### src/rtl/edge_pulse_counter.sv
module edge_pulse_counter #(
  parameter int CNT_W = 16
) (
  input  logic             clk,
  input  logic             rst_n,
  input  logic             sig_in,
  input  logic             ctl_in,
  input  logic             reg_we,
  input  logic [2:0]       reg_addr,
  input  logic [31:0]      reg_wdata,
  output logic [31:0]      reg_rdata,
  output logic [CNT_W-1:0] count,
  output logic             evt_raw,
  output logic             irq
);
  localparam int FLT_W = 10;
  localparam logic [31:0] CFG0_INIT = 32'h0000_3C10;

  logic [31:0] cfg0, cfg1, cfg2;
  logic        hold_zero, hold_pause, mask_en;

  always_ff @(posedge clk or negedge rst_n) begin
    if (!rst_n) begin
      cfg0 <= CFG0_INIT;
      cfg1 <= '0;
      cfg2 <= '0;
      hold_zero <= 1'b0;
      hold_pause <= 1'b0;
      mask_en <= 1'b0;
    end else if (reg_we) begin
      case (reg_addr)
        3'd0: cfg0 <= reg_wdata;
        3'd1: cfg1 <= reg_wdata;
        3'd2: cfg2 <= reg_wdata;
        3'd3: {hold_pause, hold_zero} <= reg_wdata[1:0];
        3'd6: mask_en <= reg_wdata[0];
        default: ;
      endcase
    end
  end

  wire [FLT_W-1:0] flt_thr = cfg0[FLT_W-1:0];
  wire             flt_on  = cfg0[10];

  // bit 0: signal, bit 1: control
  logic [1:0] sy1, sy2, lvl, lvl_d;
  logic [FLT_W-1:0] stab [2];

  always_ff @(posedge clk or negedge rst_n) begin
    if (!rst_n) begin
      sy1 <= '0;
      sy2 <= '0;
      lvl <= '0;
      lvl_d <= '0;
      stab[0] <= '0;
      stab[1] <= '0;
    end else begin
      sy1 <= {ctl_in, sig_in};
      sy2 <= sy1;
      lvl_d <= lvl;
      for (int i = 0; i < 2; i++) begin
        if (!flt_on) begin
          lvl[i] <= sy2[i];
          stab[i] <= '0;
        end else if (sy2[i] == lvl[i]) begin
          stab[i] <= '0;
        end else if (stab[i] >= flt_thr) begin
          lvl[i] <= sy2[i];
          stab[i] <= '0;
        end else begin
          stab[i] <= stab[i] + 1'b1;
        end
      end
    end
  end

  wire rise = lvl[0] & ~lvl_d[0];
  wire fall = ~lvl[0] & lvl_d[0];
  wire [1:0] act  = rise ? cfg0[19:18] : (fall ? cfg0[17:16] : 2'b00);
  wire [1:0] modc = lvl[1] ? cfg0[21:20] : cfg0[23:22];
  wire swap  = (modc == 2'b01);
  wire block = (modc == 2'b10);
  wire up    = !block && ((act == 2'b01 && !swap) || (act == 2'b10 && swap));
  wire down  = !block && ((act == 2'b10 && !swap) || (act == 2'b01 && swap));
  wire step  = (up || down) && !hold_zero && !hold_pause;

  logic signed [CNT_W-1:0] cnt;
  wire signed [CNT_W-1:0] nxt  = up ? cnt + 1'b1 : cnt - 1'b1;
  wire signed [CNT_W-1:0] hlim = cfg2[CNT_W-1:0];
  wire signed [CNT_W-1:0] llim = cfg2[16 +: CNT_W];
  wire signed [CNT_W-1:0] thr0 = cfg1[CNT_W-1:0];
  wire signed [CNT_W-1:0] thr1 = cfg1[16 +: CNT_W];

  wire hit_h = step && (nxt == hlim);
  wire hit_l = step && (nxt == llim);
  wire [4:0] ev = {step && (nxt == thr1), step && (nxt == thr0), hit_l, hit_h,
                   step && (nxt == '0)} & cfg0[15:11];
  wire clr_raw = reg_we && (reg_addr == 3'd5) && reg_wdata[0];

  always_ff @(posedge clk or negedge rst_n) begin
    if (!rst_n) begin
      cnt <= '0;
      evt_raw <= 1'b0;
    end else begin
      if (hold_zero) cnt <= '0;
      else if (step) cnt <= (hit_h || hit_l) ? '0 : nxt;
      if (|ev) evt_raw <= 1'b1;
      else if (clr_raw) evt_raw <= 1'b0;
    end
  end

  assign count = cnt;
  assign irq   = evt_raw & mask_en;

  always_comb begin
    case (reg_addr)
      3'd0: reg_rdata = cfg0;
      3'd1: reg_rdata = cfg1;
      3'd2: reg_rdata = cfg2;
      3'd3: reg_rdata = {30'b0, hold_pause, hold_zero};
      3'd4: reg_rdata = 32'(cnt);
      3'd5: reg_rdata = {31'b0, evt_raw};
      3'd6: reg_rdata = {31'b0, mask_en};
      default: reg_rdata = '0;
    endcase
  end

  AST_RST_HOLDS_ZERO: assert property (@(posedge clk) disable iff (!rst_n)
    hold_zero |=> cnt == '0);
  AST_PAUSE_FREEZES: assert property (@(posedge clk) disable iff (!rst_n)
    (!hold_zero && hold_pause) |=> cnt == $past(cnt));
  AST_UNIT_STEP: assert property (@(posedge clk) disable iff (!rst_n)
    !hold_zero |=> (CNT_W'(cnt - $past(cnt)) inside {'0, CNT_W'(1), '1}) || cnt == '0);
  AST_FLAG_STICKY: assert property (@(posedge clk) disable iff (!rst_n)
    (evt_raw && !clr_raw) |=> evt_raw);
endmodule

### config.mk
export PLATFORM = sky130hd
export DESIGN_NAME = edge_pulse_counter
export DESIGN_NICKNAME = d
export VERILOG_FILES = /design/src/rtl/edge_pulse_counter.sv
export SDC_FILE = /design/constraint.sdc
export NUM_CORES = 1
export LEC_CHECK = 0
export ABC_AREA = 1
export BUFFER_PORTS_ARGS = -buffer_cell sky130_fd_sc_hd__clkbuf_2
export CAP_MARGIN = 20
export CORE_ASPECT_RATIO = 1.2
export CORE_MARGIN = 5
export CORE_UTILIZATION = 35
export CTS_CLUSTER_DIAMETER = 120
export DETAILED_ROUTE_END_ITERATION = 8
export PLACE_DENSITY_LB_ADDON = 0.2
export RECOVER_POWER = 50
export SLEW_MARGIN = 25
export SYNTH_ARGS = -nofsm -noshare
export SYNTH_HDL_FRONTEND = slang
export SYNTH_SLANG_ARGS = --single-unit
### constraint.sdc
create_clock -name clk -period 9.15 [get_ports clk]
set_input_delay 1.3725 -clock clk [delete_from_list [all_inputs] [get_ports clk]]
set_output_delay 1.3725 -clock clk [all_outputs]
set_load 0.02 [all_outputs]
==> results of run 1 <==
-- logic make-up after synthesis --
logic type	after synthesis
compound gates	217
xor+xnor	21
fa+ha+maj	42
buf+inv	230
flops	143
simple gates	632
-- worst min-delay path by stage --
stage,from,to,slack (ps),cells after the start
floorplan,sy1[0]$_DFF_PN0_,sy2[0]$_DFF_PN0_,330,0
CTS,sy1[0]$_DFF_PN0_,sy2[0]$_DFF_PN0_,350,0
finish,sy1[1]$_DFF_PN0_,sy2[1]$_DFF_PN0_,350,0
detailed placement,sy1[0]$_DFF_PN0_,sy2[0]$_DFF_PN0_,330,0
global route,sy1[0]$_DFF_PN0_,sy2[0]$_DFF_PN0_,350,0
global placement,sy1[1]$_DFF_PN0_,sy2[1]$_DFF_PN0_,330,0
-- cell usage in the layout (no fill, tap or decap), types with 24 or more instances in the layout --
cell type / Yosys / layout
ha_1: 41 / 41
dfrtp_1: 138 / 138
nand3_1: 95 / 95
clkbuf_2: 0 / 69
a21oi_1: 34 / 34
nand2_2: 24 / 24
o21ai_0: 122 / 122
nand2_1: 377 / 374
inv_1: 190 / 190
nor2_1: 71 / 71
-- state kept, by name, indices dropped and copies added (netlist names) --
signal / flops
evt_raw: 1
cfg2: 32
sy2: 2
cfg0: 32
lvl_d: 1
count: 16
hold_zero: 1
sy1: 2
stab: 20
lvl: 2
mask_en: 1
cfg1: 32
hold_pause: 1
-- power by group --
group / switching (W) / total, W / internal, W / leakage [nW]
Clock: 0.000288 / 0.000709 / 0.000422 / 0.275
Combinational: 0.00143 / 0.00207 / 0.000640 / 3.41
Sequential: 0.000141 / 0.000890 / 0.000749 / 1.82
-- layer usage --
layer / up-vias / wire, µm / part of all wire (%)
met5: - / 0 / 0
met2: 256 / 13500 / 45
met4: 0 / 661 / 2.2
met1: 4091 / 13900 / 47
met3: 42 / 1710 / 5.7
li1: 4330 / - / -
-- cell type report --
class                      instances  area (µm²)
tap                              335         419
clock inverter                     9         109
fill                            2789       15600
sequential                       143        3580
multi-input combinational        912        4880
inverter                         198         743
clock buffer                      22         474
timing repair buffer              92         443
-- metrics by stage --
step / worst slack [ps] / util (%) / std cells / area (µm²)
finish: 3770 / 40.6 / 1711 / 10700
CTS: 4480 / 40.6 / 1711 / 10700
global route: 2690 / 40.6 / 1711 / 10700
floorplan: 5330 / - / 1285 / 9320
global placement: 4560 / 38.4 / 1680 / 10100
detailed placement: 4490 / 38.4 / 1680 / 10100
==> impl_results.md, run 1 <==
* Outcome: finished, violations left
* Failing checks: max-capacitance violations, max-slew violations
* Yosys warns at 0
* Critical path arrival at 4760 ps
* Mapped Avg Cell Area at 7.25 µm²
* Tightest Hold Check Type: reg2reg
* Peak supply drop at 0.161 mV
* Synth Instances at around 1300
* HPWL Detailed at 22.4 mm
* RR Endpoint: count[8]$_DFFE_PN0P_
* Met1 Use GR at 28.1%
* Top cells by area, synth: dfrtp_1, nand2_1, inv_1
* Final setup violation count at 0
* Critical Path Sink: cfg2[16]$_DFFE_PN0P_
* Post-synthesis adder-cell area fraction at approximately 5.7%
* GR Overflow Total at 0
* Synth cell types at 47
* Synth Flop Type: dfrtp_1
* Worst Reg-to-Reg Cells at 25
* N_diodes at 0
* Tot Pwr at 0.00367 W
* Core area at 0.0263 mm²
* First-iteration detailed-routing DRC count at 717
* CTS root buffer: clkbuf_16
* Fin crit period at around 5400 ps
* Crit path from: rst_n
* Simple-Gate Fraction of Synth Area at a little under a third
* Worst slew pin tran at 4840 ps
* # rows at between 60 and 70
* Clk_lat worst skew at about 440 ps
* Setup bufs post-CTS at 0
* Die height at 189 µm
* Crit path depth at 1
* First-pass GRT wire length at 47.1 mm
* Setup TNS at 0 ps
* Total CTS buffers at 17
* Flop-to-flop setup slack at 4650 ps
* Skew final at 15.9 ps
* Clk buf depth at 2
* P_leak at 5.51 nW
* Area share of xor/xnor cells in the synthesized design at 1.97%
* Die ar. at 0.0300 mm²
* Slowest CP cell: clkbuf_1
* Largest net degree at the start of global routing at 87
* Routed Antenna Nets at 0
* IO Count at 90
* Pwr/cell area at around 340 mW/mm²
* CP max stage delay at around 3300 ps
* Synth area leader: dfrtp_1
* Register bit total from synthesis at between 100 and 150
* All-Layer GR Usage at 19.7%
* Post-synthesis mux area share at 0%
* Post-cts gate resize count at 0
* Chip width at between 150 and 200 µm
* Buffers added on ports at 89
* # DRC at 0
* CP max FO at 86
* Initial antenna violation count at 0
* Placer Congestion at 0.914
* Slew margin rel. at -223%
* Max Slew Vio Count at 87
* Wirelength per Cell at 17.4 µm
* Final WL at approximately 30 mm
* Main combinational cell family by area after synthesis: simple AND/OR/NAND/NOR gates
* MaxCap Viol Count at 1
* Via count at 8719
* GRT busiest layer: met2
* Post-CTS Hold Fix Bufs at 0
* Initial DRT Pass Iterations at 6
* Nature of the critical path startpoint: input port
* Ys async rst share at 100%
* Fmax at 0.186 GHz
* Met3 usage at 3.30%
* Synth Area in Compound Gates at 14.3%
* Number of global-route vias before repair at ~8300
* Period utilisation layout at 58.8%
* Buffers & Inverters on Critical Path at 1
* Crit path capture type: asynchronous set/reset pin
* Worst-path cell chain: clkbuf_1
* Clock slew at reported path FFs at roughly 60 ps
* Vias per inst at just over 5
* Total Nets Final at roughly 1400
* Top post-synthesis cells by count: nand2_1, inv_1, dfrtp_1
* Top-area cell type share of the netlist area at 37.1%
* Post-synth EDFFs at 0
* M2 GR Usage at 30.8%
* Sink Count at 143
* TritonCTS clock tree: yes
* Layout cells sized above 1 at between 10% and 20%
* Worst r2r src: lvl[0]$_DFFE_PN0P_
* RSZ-0062 raised after global routing: no
* WS Path Type: in2async
* H-Tree Depth at 4
* Hold Slack at 348 ps
* Sequential share of the synthesized area at between 30% and 40%
* Synthesized area at 0.00932 mm²
* Area growth syn-to-layout at 14.3%
* Post-Syn Nets at 1367
* Crit-path leading delay family: buffers and inverters
* Initial core utilization at between 30% and 40%
* Data required time of the worst path at 8530 ps
* Final hold violations at 0
* Top-count cell post-synth: nand2_1
(Power assumes the default switching activity.)
==> run 2: changes to the inputs <==
==> constraint.sdc (replaced) <==
create_clock -name clk -period 4.9 [get_ports clk]
set_input_delay 0.735 -clock clk [delete_from_list [all_inputs] [get_ports clk]]
set_output_delay 0.735 -clock clk [all_outputs]
set_load 0.02 [all_outputs]
==> impl_results.md, run 2 (synthesis results as in run 1) <==
* Final hold violations at 0
* Chip width at 159 µm
* Buffers added on ports at 89
* WS Path Type: reg2reg
* P_leak at 5.53 nW
* Most common cell after layout, fill and taps aside: nand2_1
* HPWL Detailed at 23.5 mm
* # rows at between 60 and 70
* Peak supply drop at 0.288 mV
* H-Tree Depth at 4
* Fmax at around 0.24 GHz
* Final cell count without fillers at 1717
* N_diodes at 0
* Post-cts gate resize count at 0
* Clock slew at reported path FFs at 70 ps
* Vias per inst at approximately 5
* Area growth syn-to-layout at 14.8%
* Final setup violation count at 0
* Layout cells sized above 1 at 13.9%
* Initial DRT Pass Iterations at 5
* Total Nets Final at 1451
* Outcome: finished, violations left
* Hold Slack at 352 ps
* Total CTS buffers at 17
* IO Count at 90
* Initial antenna violation count at 0
* Multi-input combinational cell area at slightly below 0.005 mm²
* Largest net degree at the start of global routing at 75
* First-iteration detailed-routing DRC count at 551
* GR Overflow Total at 0
* Slowest CP cell: dfrtp_1
* Max Slew Vio Count at 75
* CP max FO at 13
* Fin crit period at between 4000 and 5000 ps
* Worst slew pin tran at approximately 3500 ps
* First-pass GRT wire length at just under 50 mm
* Critical path arrival at 4580 ps
* Largest regs: cfg0 (32), cfg1 (32), cfg2 (32)
* Die height at 189 µm
* Die ar. at around 0.03 mm²
* Skew final at around 13 ps
* Nature of the critical path startpoint: flip-flop
* Most frequent CP cell: nand2_1
* CTS root buffer: clkbuf_16
* Data required time of the worst path at 5250 ps
* # DRC at 0
* Wirelength per Cell at 17.6 µm
* Placer Congestion at a little over 0.9
* Sink Count at 143
* MaxCap Viol Count at 1
* Routed Antenna Nets at 0
* Post-CTS Hold Fix Bufs at 0
* Number of global-route vias before repair at 8567
* Setup bufs post-CTS at 0
* Most frequent cells in the layout: nand2_1, inv_1, dfrtp_1, o21ai_0, nand3_1
* Final WL at 30.3 mm
* Setup TNS at 0 ps
* Period utilisation layout at 86.2%
* Storage cell area at 0.00358 mm²
* All-Layer GR Usage at 20.2%
* Pwr/cell area at approximately 640 mW/mm²
* Tightest Hold Check Type: reg2reg
* Initial core utilization at roughly 35%
* Fill cell count at 2799
* Slew margin rel. at -135%
* Placed cell count at 1685
* Clk buf depth at 2
* Clk_lat worst skew at ~440 ps
* CP max stage delay at 450 ps
* Crit path capture type: flip-flop
* Core area at 0.0263 mm²
* TritonCTS clock tree: yes
* RSZ-0062 raised after global routing: no
* Failing checks: max-capacitance violations, max-slew violations
* Via count at 8713
-- run 2: final cells by class --
type / count / area share [%]
multi-input cells: 912 / 45.7
flip-flops and latches: 143 / 33.5
inverters: 198 / 6.95
repair buffers: 97 / 4.55
clock buffers: 17 / 3.98
well taps: 335 / 3.92
clock inverters: 15 / 1.42
-- run 2: final timing paths --
path	start	endpoint	slack (ps)	depth (start not counted)
min reg2reg	sy1[1]$_DFF_PN0_	sy2[1]$_DFF_PN0_	350	0
max reg2reg	lvl[1]$_DFFE_PN0P_	count[8]$_DFFE_PN0P_	670	26
min	sy1[1]$_DFF_PN0_	sy2[1]$_DFF_PN0_	350	0
min in group asynchronous	rst_n	cfg2[26]$_DFFE_PN0P_	1720	1
max	lvl[1]$_DFFE_PN0P_	count[8]$_DFFE_PN0P_	670	26
max in group asynchronous	rst_n	stab[11]$_DFF_PN0_	1200	1
-- run 2: layer usage --
metal  share of wire, %  track usage [%]
met1                 48             28.2
met2                 45             31.8
met3                5.4             4.03
met4                2.2             6.20
met5                  0                0
-- run 2: per-stage QoR --
step           worst slack [ps]  area, µm²  utilization (%)  power (W)
2_1_floorplan              1740       9320                -    0.00444
3_3_place_gp                837      10100             38.5    0.00553
3_5_place_dp                776      10100             38.6    0.00556
4_1_cts                     745      10700             40.8    0.00688
5_1_grt                     303      10700             40.7    0.00743
6_report                    675      10700             40.7    0.00687
-- run 2: worst max-delay path, delay by kind of cell (launching register included) --
kind	cells	cell delay, ps
and+or+nand+nor	16	1790
buffers and inverters	6	1010
AOI/OAI and AO/OA	3	570
DFF	1	450
adders and majority gates	1	310
-- run 2: where the power goes --
part | internal (W) | total [W] | switching [W]
Combinational | 0.00121 | 0.00393 | 0.00271
Clock | 0.000714 | 0.00129 | 0.000577
Sequential | 0.00140 | 0.00165 | 0.000252
